<file path="config.mk">
export PLATFORM = sky130hd
export DESIGN_NAME = tsense_conv_ctrl
export DESIGN_NICKNAME = d
export VERILOG_FILES = /design/src/rtl/tsense_conv_pkg.sv /design/src/rtl/tsense_conv_timer.sv /design/src/rtl/tsense_res_mask.sv /design/src/rtl/tsense_conv_fsm.sv /design/src/rtl/tsense_conv_ctrl.sv
export SDC_FILE = /design/constraint.sdc
export NUM_CORES = 1
export LEC_CHECK = 0
export BUFFER_PORTS_ARGS = -buffer_cell sky130_fd_sc_hd__buf_2
export CELL_PAD_IN_SITES_DETAIL_PLACEMENT = 0
export CELL_PAD_IN_SITES_GLOBAL_PLACEMENT = 1
export CORE_MARGIN = 10
export CORE_UTILIZATION = 25
export CTS_CLUSTER_DIAMETER = 80
export DETAILED_ROUTE_END_ITERATION = 10
export PLACE_DENSITY = 0.52
export RECOVER_POWER = 50
export SLEW_MARGIN = 30
export SYNTH_ARGS = -nofsm -noshare
export SYNTH_HDL_FRONTEND = slang
export SYNTH_SLANG_ARGS = --single-unit
</file>
<file path="constraint.sdc">
create_clock -name clk -period 4.45 [get_ports clk]
set_input_delay 0.445 -clock clk [delete_from_list [all_inputs] [get_ports clk]]
set_output_delay 0.445 -clock clk [all_outputs]
set_load 0.02 [all_outputs]
</file>
<file path="src/rtl/tsense_conv_pkg.sv">
package tsense_conv_pkg;
   typedef enum logic {
      ST_RUN   = 1'b0,
      ST_SLEEP = 1'b1
   } seq_state_e;
endpackage

</file>
<file path="src/rtl/tsense_conv_timer.sv">
module tsense_conv_timer #(
   parameter int UNIT_TICKS = 1,
   parameter int RES_W      = 2
) (
   input  logic             clk,
   input  logic             rst_n,
   input  logic             run,
   input  logic             tick,
   input  logic [RES_W-1:0] res,
   output logic             last
);
   localparam int NUM_RES   = 1 << RES_W;
   localparam int MAX_TICKS = UNIT_TICKS << (NUM_RES - 1);
   localparam int CNT_W     = $clog2(MAX_TICKS + 1);
   localparam logic [CNT_W-1:0] UNIT_C = CNT_W'(UNIT_TICKS);

   if (UNIT_TICKS < 1) begin : g_bad_unit
      $error("UNIT_TICKS must be at least 1");
   end

   logic [CNT_W-1:0] cnt_q;
   logic [CNT_W-1:0] target;

   always_comb begin
      target = UNIT_C << res;
      last   = run && tick && (cnt_q == target - CNT_W'(1));
   end

   always_ff @(posedge clk or negedge rst_n) begin
      if (!rst_n) begin
         cnt_q <= '0;
      end else if (run && tick) begin
         if (last) cnt_q <= '0;
         else      cnt_q <= cnt_q + CNT_W'(1);
      end
   end
endmodule

</file>
<file path="src/rtl/tsense_res_mask.sv">
module tsense_res_mask #(
   parameter int DATA_W = 12,
   parameter int RES_W  = 2
) (
   input  logic [DATA_W-1:0] raw,
   input  logic [RES_W-1:0]  res,
   output logic [DATA_W-1:0] masked
);
   localparam int NUM_RES  = 1 << RES_W;
   localparam int DROP_MAX = NUM_RES - 1;

   if (DATA_W <= DROP_MAX) begin : g_bad_width
      $error("DATA_W must exceed the largest number of dropped bits");
   end

   for (genvar i = 0; i < DATA_W; i++) begin : g_bit
      if (i >= DROP_MAX) begin : g_keep
         assign masked[i] = raw[i];
      end else begin : g_cond
         assign masked[i] = raw[i] & (res >= RES_W'(DROP_MAX - i));
      end
   end
endmodule

</file>
<file path="src/rtl/tsense_conv_fsm.sv">
module tsense_conv_fsm
   import tsense_conv_pkg::*;
#(
   parameter int RES_W = 2
) (
   input  logic             clk,
   input  logic             rst_n,
   input  logic             cfg_sd,
   input  logic [RES_W-1:0] cfg_res,
   input  logic             oneshot_wr,
   input  logic             last,
   output logic             running,
   output logic [RES_W-1:0] res_q
);
   seq_state_e state_q;

   assign running = (state_q == ST_RUN);

   always_ff @(posedge clk or negedge rst_n) begin
      if (!rst_n) begin
         state_q <= ST_RUN;
         res_q   <= '0;
      end else begin
         unique case (state_q)
            ST_RUN: begin
               if (last) begin
                  res_q <= cfg_res;
                  if (cfg_sd) state_q <= ST_SLEEP;
               end
            end
            ST_SLEEP: begin
               if (oneshot_wr || !cfg_sd) begin
                  res_q   <= cfg_res;
                  state_q <= ST_RUN;
               end
            end
            default: state_q <= ST_RUN;
         endcase
      end
   end
endmodule

</file>
<file path="src/rtl/tsense_conv_ctrl.sv">
module tsense_conv_ctrl #(
   parameter int DATA_W     = 12,
   parameter int RES_W      = 2,
   parameter int UNIT_TICKS = 1
) (
   input  logic              clk,
   input  logic              rst_n,
   input  logic              cfg_sd,
   input  logic [RES_W-1:0]  cfg_res,
   input  logic              oneshot_wr,
   input  logic              tick,
   input  logic [DATA_W-1:0] raw_sample,
   output logic [DATA_W-1:0] temp_word,
   output logic              conv_done,
   output logic              powered_down
);
   logic             running;
   logic             last;
   logic [RES_W-1:0] conv_res;
   logic [DATA_W-1:0] masked;

   tsense_conv_fsm #(.RES_W(RES_W)) u_fsm (
      .clk        (clk),
      .rst_n      (rst_n),
      .cfg_sd     (cfg_sd),
      .cfg_res    (cfg_res),
      .oneshot_wr (oneshot_wr),
      .last       (last),
      .running    (running),
      .res_q      (conv_res)
   );

   tsense_conv_timer #(.UNIT_TICKS(UNIT_TICKS), .RES_W(RES_W)) u_timer (
      .clk   (clk),
      .rst_n (rst_n),
      .run   (running),
      .tick  (tick),
      .res   (conv_res),
      .last  (last)
   );

   tsense_res_mask #(.DATA_W(DATA_W), .RES_W(RES_W)) u_mask (
      .raw    (raw_sample),
      .res    (conv_res),
      .masked (masked)
   );

   always_ff @(posedge clk or negedge rst_n) begin
      if (!rst_n) begin
         temp_word <= '0;
         conv_done <= 1'b0;
      end else begin
         conv_done <= last;
         if (last) temp_word <= masked;
      end
   end

   assign powered_down = !running;
endmodule

</file>
======== Word-level counts from Yosys, hierarchy flattened ========
Index checks and enable logic that the tools add are counted.
word-level totals
  output and inout bits ................... 14
  register bits ........................... 20
cells by class
  reduce and logical (&&, ||, !) cells .... 5
  order comparisons ....................... 3
  eq/ne operators ......................... 3
  add/subtract/negate cells ............... 2
  shift operators ......................... 1
  bitwise operators ....................... 4
  multiplexer cells ....................... 8
operator list
  kind                 count
  $add 4x1->4 const B  1
  $eq 4x4->1           1
  $ge 2x2->1 const B   2
  $mux 2               2
  $mux 4               1
  $ne 2x2->1 const B   2
  $pmux 2 s2           1
  $shl 1x2->4 const A  1
  $sub 4x1->4 const B  1
  $and 1x1->1          3
  $mux 1               3
  $ge 2x1->1 const B   1
  $logic_and 1x1->1    2
  $pmux 1 s2           1
  $reduce_and 2->1     1
  $logic_not 1->1      1
  $logic_or 1x1->1     1
  $not 1->1            1

======== Longest topological paths before layout ========
Gate-level depths: netlist of run 1.
  depth in word-level cells ............... 6
  depth in mapped cells ................... 6
  depth with buffers taken out ............ 4

======== Modules after synthesis ========
Synthesis of run 1 repeated with hierarchy kept, for this count alone.
second synthesis, totals
  cell total of the unflattened synthesis .. 78
  area total of the unflattened synthesis .. 994.7 sq um
by module, submodules not included
  module             cells an instance  sequential area each (sq um)  instances  area an instance (sq um)
  tsense_conv_ctrl   27                 325.3                         1          513.0
  tsense_conv_timer  29                 100.1                         1          254.0
  tsense_conv_fsm    10                 75.1                          1          138.9
  tsense_res_mask    12                 0.0                           1          88.8

======== Worst setup path after synthesis of run 1 ========
OpenSTA, ideal clock, no wires.
  path kind ............................... reg-to-reg
  from .................................... reg u_fsm.state_q
  to ...................................... reg temp_word[10]
  buffers on the path ..................... 1
  setup time .............................. 0.125 ns
  slack ................................... 2.481 ns
  data required time ...................... 4.325 ns
  stages on the path, launching flop included .. 6
  arrival time ............................ 1.843 ns
  cell sequence ........................... dfrtp_1 > or2b_2 > a2111o_4 > nor2_8 > buf_12 > mux2_4
on the way
  longest elaborated chain between the ends .. 3
ends and longest elaborated chain
  item                            line                     RTL
  start, declared                 tsense_conv_fsm.sv:15    seq_state_e state_q;
  start signal, assigned          tsense_conv_fsm.sv:21    state_q <= ST_RUN;
  start signal, assigned          tsense_conv_fsm.sv:28    if (cfg_sd) state_q <= ST_SLEEP;
  start signal, assigned          tsense_conv_fsm.sv:34    state_q <= ST_RUN;
  $not 1->1                       tsense_conv_fsm.sv:17    assign running = (state_q == ST_RUN);
  $logic_and 1x1->1 (2 in a row)  tsense_conv_timer.sv:26  last = run && tick && (cnt_q == target - CNT_W'(1));
  via last                        tsense_conv_ctrl.sv:18   logic last;
  end signal, assigned            tsense_conv_ctrl.sv:54   if (last) temp_word <= masked;
  end, declared                   tsense_conv_ctrl.sv:13   output logic [DATA_W-1:0] temp_word,
The timed path passes the listed nets, and every way through them passes these cells.
A chain may end at the register's enable or synchronous reset.

======== Worst setup path after layout of run 1 ========
  from .................................... reg u_fsm.state_q
  to ...................................... reg temp_word[5]
on the way
  longest elaborated chain between the ends .. 3
ends and longest elaborated chain
  item                            line
  $not 1->1                       tsense_conv_fsm.sv:17
  $logic_and 1x1->1 (2 in a row)  tsense_conv_timer.sv:26
Every way passes these cells.

==> results of run 1 <==
==> layer usage <==
| layer | GRT usage | wire (um) | up-vias |
|---|---|---|---|
| met1 | 0.0847 | 1030 | 309 |
| met5 | 0 | 0 | - |
| met3 | 0.0415 | 286 | 5 |
| met2 | 0.104 | 871 | 29 |
| li1 | - | - | 314 |
| met4 | 0.0357 | 46 | 0 |
==> cell usage in the layout (no fill, tap or decap) <==
master,count
nand2_1,5
buf_2,24
nor3_1,1
nor2b_1,2
o31ai_1,4
dfrtp_1,20
inv_1,1
mux2_2,6
bufinv_16,1
and2b_2,1
xor2_1,3
clkbuf_8,3
xnor2_1,1
nor2_8,1
mux2_4,5
nand4_1,1
a2111o_4,1
o21ai_2,1
or2b_2,1
ha_1,1
o21ai_0,7
a21bo_2,1
o21a_1,1
nand3_1,1
a21oi_4,1
clkbuf_1,8
nor2_1,2
==> cell families (layout without fill, tap and decap cells) <==
kind of cell             after synthesis  in the layout  share of synthesized area
buffers and inverters                  3             37                     0.0395
AND/OR/NAND/NOR                       15             15                     0.0975
XOR/XNOR                               4              4                     0.0369
flip-flops                            20             20                      0.527
AO/OA/AOI/OAI                         16             16                      0.136
adder cells (fa/ha/maj)                1              1                     0.0132
multiplexers                          11             11                      0.150
==> final cells by class <==
class | count | share of cell area
clock inverters | 1 | 0.0251
multi-input cells | 47 | 0.344
clock buffers | 3 | 0.0345
flip-flops and latches | 20 | 0.418
repair buffers | 32 | 0.125
well taps | 48 | 0.0502
inverters | 1 | 0.00313
==> where the power goes <==
part,leakage (nW),switching (mW),internal [mW]
Combinational,0.280,0.232,0.189
Sequential,0.249,0.0763,0.265
Clock,0.0357,0.0658,0.120
==> state kept, by name, summed over array words and instances, names as in the netlist <==
| register | count |
|---|---|
| conv_done | 1 |
| u_fsm.res_q | 2 |
| u_fsm.state_q | 1 |
| temp_word | 12 |
| u_timer.cnt_q | 4 |
==> worst max-delay path by stage <==
| stage | startpoint | to | cells past startpoint |
|---|---|---|---|
| after CTS | u_fsm.state_q$_DFF_PN0_ | temp_word[3]$_DFFE_PN0P_ | 4 |
| after floorplan | u_fsm.state_q$_DFF_PN0_ | temp_word[10]$_DFFE_PN0P_ | 5 |
| after global placement | tick | temp_word[7]$_DFFE_PN0P_ | 5 |
| after global routing | u_fsm.state_q$_DFF_PN0_ | temp_word[3]$_DFFE_PN0P_ | 4 |
| after detailed placement | tick | temp_word[3]$_DFFE_PN0P_ | 5 |
| final | u_fsm.state_q$_DFF_PN0_ | temp_word[5]$_DFFE_PN0P_ | 4 |
==> through the flow <==
stage          total power [mW]  std cells  setup WS, ns   util
5_1_grt                    1.02        152          2.33  0.327
6_report                  0.949        152          2.42  0.327
3_3_place_gp              0.775        148          2.35  0.310
3_5_place_dp              0.783        148          2.32  0.310
2_1_floorplan             0.683         70          2.48      -
4_1_cts                   0.974        152          2.41  0.330
==> impl_metrics.py, run 1 <==
metrics = {
    "detailed_routing": {
        "routedWlPerCell_um": 14.7,
        "initialDrtViolationCount": 8,
        "first_pass_iters": 3,
        "finalWirelength_um": 2230,
        "antenna_left": 0,
        "dr_total_vias": 657,
        "via_per_inst": 4.32,
        "drc_errors": 0,
    },
    "clock_network": {
        "cts-root-buf": "clkbuf_8",
        "cts_buffers": 3,
        "h-tree-depth": 1,
        "postCtsSetupBuffers": 0,
        "clkSlewWorstSetupHoldPaths_ns": 0.08,
        "clockBufferDepth": 2,
        "cts_resized": 0,
        "clk-insertion-delay-late_ns": 0.26,
        "cts_hold_buf": 0,
        "cts_tree": "built",
        "cts_sinks": 20,
    },
    "placed_design": {
        "gp_congestion": 0.697,
        "dpl_cell_area_sq_um": 1140,
        "dpl.hpwl_um": 1660,
        "port_buffers": 32,
    },
    "final_layout": {
        "final.fill_count": 382,
        "multi_input_area_sq_um": 412,
        "drive_above_1_share": 0.442,
        "fin_area_sq_um": 1200,
        "final_nets": 125,
        "regArea_sq_um": 500,
        "diodes": 0,
        "syn2layout_area_growth_pct": 26.1,
    },
    "sta": {
        "tightestPinTransition_ns": 1.14,
        "slew_headroom": 0.240,
        "slew_viol_final": 0,
        "rsz0062_at_grt": "false",
        "max_freq_ghz": 0.493,
        "fin_crit_sh": 0.456,
        "fin_skew_ns": 0.00259,
        "setup_viol": 0,
        "timing_hold_violations_final": 0,
        "setup_tns_ns": 0,
        "post-route-min-period_ns": 2.03,
        "hold_ws_ns": 0.377,
    },
    "worst_setup_path": {
        "max_stage_delay_ns": 0.51,
        "path_max_fanout": 14,
        "r2r_cells": 4,
        "crit_path_top_delay_cell": "a2111o_4",
        "start_kind": "flip-flop",
        "timing.rr.start": "u_fsm.state_q$_DFF_PN0_",
        "crit_chain": "or2b_2 > a2111o_4 > nor2_8 > mux2_2",
        "critical_path_class": "flip-flop to flip-flop",
        "crit_buf_inv": 0,
        "critPathArrivalTime_ns": 2.18,
        "crit_required_ns": 4.61,
        "r2r_slack_ns": 2.42,
        "cpLargestDelayFamily": "simple AND/OR/NAND/NOR gates",
        "worst_setup_path_end_kind": "flip-flop",
        "r2r-end": "temp_word[5]$_DFFE_PN0P_",
    },
    "logic_synthesis": {
        "synth.largest_area_cell": "dfrtp_1",
        "synth_nets": 90,
        "yosysMostFrequentCell": "dfrtp_1",
        "ys.flop_type": "dfrtp_1",
        "netlist_instances": 70,
        "synth_top_area_frac": 0.527,
        "postSynthAreaPerCell_sq_um": 13.6,
        "ys_warn_count": 0,
        "yosys-top-cells-area": "dfrtp_1 53%, mux2_4 7.9%, mux2_2 7.1%",
        "synth.distinct_cells": 25,
        "ys_seq_area_frac": 0.527,
        "async_flop_share": 1.00,
        "synth.ff_latch_count": 20,
        "yosys-top-cells-count": "20 x dfrtp_1, 7 x o21ai_0, 6 x mux2_2",
        "syn_area_sq_um": 950,
        "synth-edff-count": 0,
    },
    "global_routing": {
        "grt_pass1_vias": 781,
        "track_usage": 0.0725,
        "grt_pass1_wl_um": 3730,
        "gr-total-overflow": 0,
        "grt_max_degree": 21,
        "antenna_found_initial": 0,
    },
    "power_and_ir_drop": {
        "p_per_area_nw_per_um2": 792,
        "leakagePower_nw": 0.564,
        "ir_worst_vdd_mv": 0.278,
    },
    "floorplanning": {
        "initial_utilization": 0.259,
        "die-area_sq_um": 6660,
        "die_w_um": 81.6,
        "core.rowCount": 22,
        "core_region_area_sq_um": 3660,
        "die_h_um": 81.6,
        "io_pins": 33,
    },
    "job": {
        "drv_cap": 0,
    },
    "outcome": {
        "status": "completed",
    },
    "hold_path": {
        "hold_class": "primary input to asynchronous set/reset pin",
    },
}
Note: power is estimated with default switching activity, not from simulation.
==> inputs of run 2 (changes only) <==
--- a/config.mk
+++ b/config.mk
@@ -5,6 +5,7 @@
 export SDC_FILE = /design/constraint.sdc
 export NUM_CORES = 1
 export LEC_CHECK = 0
+export ABC_AREA = 1
 export BUFFER_PORTS_ARGS = -buffer_cell sky130_fd_sc_hd__buf_2
 export CELL_PAD_IN_SITES_DETAIL_PLACEMENT = 0
 export CELL_PAD_IN_SITES_GLOBAL_PLACEMENT = 1
@@ -12,7 +13,7 @@
 export CORE_UTILIZATION = 25
 export CTS_CLUSTER_DIAMETER = 80
 export DETAILED_ROUTE_END_ITERATION = 10
-export PLACE_DENSITY = 0.52
+export PLACE_DENSITY = 0.56
 export RECOVER_POWER = 50
 export SLEW_MARGIN = 30
 export SYNTH_ARGS = -nofsm -noshare
==> constraint.sdc (replaced) <==
create_clock -name clk -period 1.9 [get_ports clk]
set_input_delay 0.19 -clock clk [delete_from_list [all_inputs] [get_ports clk]]
set_output_delay 0.19 -clock clk [all_outputs]
set_load 0.02 [all_outputs]
==> run 2 against run 1 <==
- via count rose by 17%
- area after synthesis rose by 0.53%
- final cell count rose by 27%
- first-iteration DRC count rose to 5.0 times the previous value
- non-clock buffer count rose by 1
- clock power rose by 130%
- sequential power rose by 120%
- combinational power rose by 92%
- global-route usage rose by 0.46 points
- setup slack got worse by 2.0 ns
- worst hold slack got worse by 0.26 ns
==> impl_metrics.py, run 2 <==
metrics = {
    "outcome": {
        "status": "completed",
    },
    "clock_network": {
        "clkSlewWorstSetupHoldPaths_ns": 0.08,
        "clk-insertion-delay-late_ns": 0.26,
        "cts-root-buf": "clkbuf_8",
        "cts_sinks": 20,
        "cts_tree": "built",
        "cts_resized": 0,
        "clockBufferDepth": 2,
        "h-tree-depth": 1,
        "cts_buffers": 3,
    },
    "global_routing": {
        "gr-total-overflow": 0,
        "grt_pass1_vias": 848,
        "track_usage": 0.0771,
        "antenna_found_initial": 0,
        "grt_pass1_wl_um": 4020,
        "grt_max_degree": 24,
    },
    "logic_synthesis": {
        "postSynthAreaPerCell_sq_um": 8.52,
        "yosys-top-cells-area": "dfrtp_1 52%, nand2_1 19%, nand3_1 4.7%",
        "syn_area_sq_um": 955,
        "synth_top_area_frac": 0.524,
        "ys_warn_count": 0,
        "synth.largest_area_cell": "dfrtp_1",
        "netlist_instances": 112,
        "synth.distinct_cells": 18,
        "yosysMostFrequentCell": "nand2_1",
        "async_flop_share": 1.00,
        "ys.flop_type": "dfrtp_1",
        "synth_nets": 132,
        "yosys-top-cells-count": "49 x nand2_1, 20 x dfrtp_1, 9 x inv_1, 9 x nand3_1, 5 x nor2_1",
        "ys_seq_area_frac": 0.524,
        "synth.ff_latch_count": 20,
        "synth-edff-count": 0,
    },
    "detailed_routing": {
        "first_pass_iters": 2,
        "initialDrtViolationCount": 40,
        "dr_total_vias": 769,
        "routedWlPerCell_um": 12.2,
        "finalWirelength_um": 2350,
        "drc_errors": 0,
        "via_per_inst": 3.98,
        "antenna_left": 0,
    },
    "sta": {
        "setup_tns_ns": 0,
        "fin_skew_ns": 0.00281,
        "rsz0062_at_grt": "false",
        "max_freq_ghz": 0.677,
        "slew_headroom": 0.282,
        "timing_hold_violations_final": 0,
        "post-route-min-period_ns": 1.48,
        "slew_viol_final": 0,
        "tightestPinTransition_ns": 1.08,
        "setup_viol": 0,
        "fin_crit_sh": 0.778,
        "setup_ws_ns": 0.422,
    },
    "final_layout": {
        "diodes": 0,
        "final.fill_count": 415,
        "largest_reg_flops": 12,
        "final_nets": 166,
        "final_common_cell": "nand2_1",
        "drive_above_1_share": 0.276,
        "largest_registers": "temp_word (12), u_timer.cnt_q (4), u_fsm.res_q (2)",
        "final_cell_mix": "49 x nand2_1, 24 x buf_2, 20 x dfrtp_1",
        "syn2layout_area_growth_pct": 25.8,
        "top_register": "temp_word",
        "fin_area_sq_um": 1200,
    },
    "power_and_ir_drop": {
        "leakagePower_nw": 0.654,
        "clkPwrFrac": 0.217,
        "intPower_mw": 1.16,
        "pwr-share-seq": 0.377,
        "p_comb_frac": 0.406,
        "switching_share": 0.418,
        "power_switching_mw": 0.833,
        "p_per_area_nw_per_um2": 1660,
        "ir_worst_vdd_mv": 0.538,
    },
    "worst_setup_path": {
        "cp_common_cell": "nand2_1",
        "path_max_fanout": 23,
        "start_kind": "flip-flop",
        "critPathArrivalTime_ns": 1.68,
        "crit_buf_inv": 2,
        "critical_path_class": "flip-flop to flip-flop",
        "crit_required_ns": 2.11,
        "cpLargestDelayFamily": "simple AND/OR/NAND/NOR gates",
        "crit_chain": "inv_2 > nand2_1 > nand2_1 > nand2_2 > nand3_4 > inv_2 > nand2_1 > nand2_1",
        "crit_path_top_delay_cell": "dfrtp_1",
        "max_stage_delay_ns": 0.48,
        "worst_setup_path_end_kind": "flip-flop",
    },
    "placed_design": {
        "port_buffers": 32,
        "gp_congestion": 0.696,
        "dpl_cell_area_sq_um": 1130,
        "pre_cts_ws_ns": 0.388,
        "dpl.hpwl_um": 1770,
    },
    "floorplanning": {
        "core.rowCount": 22,
        "io_pins": 33,
        "initial_utilization": 0.259,
        "die_h_um": 81.8,
        "core_region_area_sq_um": 3690,
        "die_w_um": 81.8,
        "die-area_sq_um": 6690,
    },
    "job": {
        "drv_cap": 0,
    },
    "hold_path": {
        "hold_class": "primary input to flip-flop",
    },
}
==> run 2: cell count changes in the layout (fill, tap and decap cells not counted), moves of 3 or more <==
cell and delta:
inv_1 +8, mux2_2 -6, nand2_1 +44, mux2_4 -5
nand3_1 +8, o31ai_1 -4, o21ai_0 -6, nor2_1 +3
==> run 2: cell type report <==
type / instances / area, sq um / share of cell area
Multi-Input combinational cell: 77 / 368 / 0.306
Sequential cell: 20 / 500 / 0.417
Clock buffer: 3 / 41.3 / 0.0344
Tap cell: 48 / 60.1 / 0.0500
Inverter: 11 / 41.3 / 0.0344
Clock inverter: 1 / 30.0 / 0.0250
Timing Repair Buffer: 33 / 160 / 0.133
==> run 2: kinds of logic (layout without fill, tap and decap cells) <==
logic type                 Yosys count  after routing  synth area share
and+or+nand+nor                     69             69             0.316
DFF                                 20             20             0.524
buffers and inverters               15             48            0.0904
AOI/OAI and AO/OA                    6              6            0.0472
adders and majority gates            1              1            0.0131
xor gates and xnor gates             1              1           0.00918
==> run 2: power groups by stage <==
stage	Combinational, mW	Clock (mW)	Sequential (mW)
floorplan	0.525	0	0.866
global route	0.925	0.468	0.783
CTS	0.850	0.448	0.753
detailed placement	0.850	0	0.753
finish	0.809	0.434	0.752
global placement	0.837	0	0.758
==> run 2: per-layer routing <==
metal / up-vias / wire length [um] / part of all wire / GRT usage
li1: 403 / - / - / -
met1: 333 / 1050 / 0.45 / 0.0887
met2: 31 / 955 / 0.41 / 0.115
met3: 2 / 339 / 0.14 / 0.0579
met4: 0 / 7 / 0.0030 / 0.0102
met5: - / 0 / 0 / 0
==> run 2: path summary, 6_finish.rpt <==
path	from	slack [ns]	cells after the start	endpoint
setup reg to reg	u_fsm.res_q[1]$_DFFE_PN0P_	0.42	8	temp_word[6]$_DFFE_PN0P_
setup / recovery	u_fsm.res_q[1]$_DFFE_PN0P_	0.42	8	temp_word[6]$_DFFE_PN0P_
max in group asynchronous	rst_n	0.62	2	u_fsm.res_q[1]$_DFFE_PN0P_
hold / removal	raw_sample[3]	0.12	3	temp_word[3]$_DFFE_PN0P_
hold reg to reg	temp_word[11]$_DFFE_PN0P_	0.48	2	temp_word[11]$_DFFE_PN0P_
min in group asynchronous	rst_n	0.64	2	temp_word[2]$_DFFE_PN0P_
==> run 2: per-stage QoR <==
stage | cells | hold WS, ns | total power, mW | utilization
4_1_cts | 193 | 0.111 | 2.05 | 0.328
3_3_place_gp | 188 | 0.175 | 1.59 | 0.306
3_5_place_dp | 188 | 0.174 | 1.60 | 0.306
6_report | 193 | 0.118 | 2.00 | 0.326
2_1_floorplan | 112 | -0.106 | 1.39 | -
5_1_grt | 193 | 0.112 | 2.17 | 0.326
==> run 2: what timing repair did <==
| action | in CTS | in global routing |
|---|---|---|
| endpoints found under the hold margin | 20 | 0 |
| endpoints found under the setup margin | 0 | 0 |
| buffers inserted | 0 | 0 |
| hold buffers | 1 | 0 |
==> run 2: worst min-delay path, stage by stage <==
cell and delay (ns):
buf_2 0.07, nand2_1 0.04, nand2_1 0.04
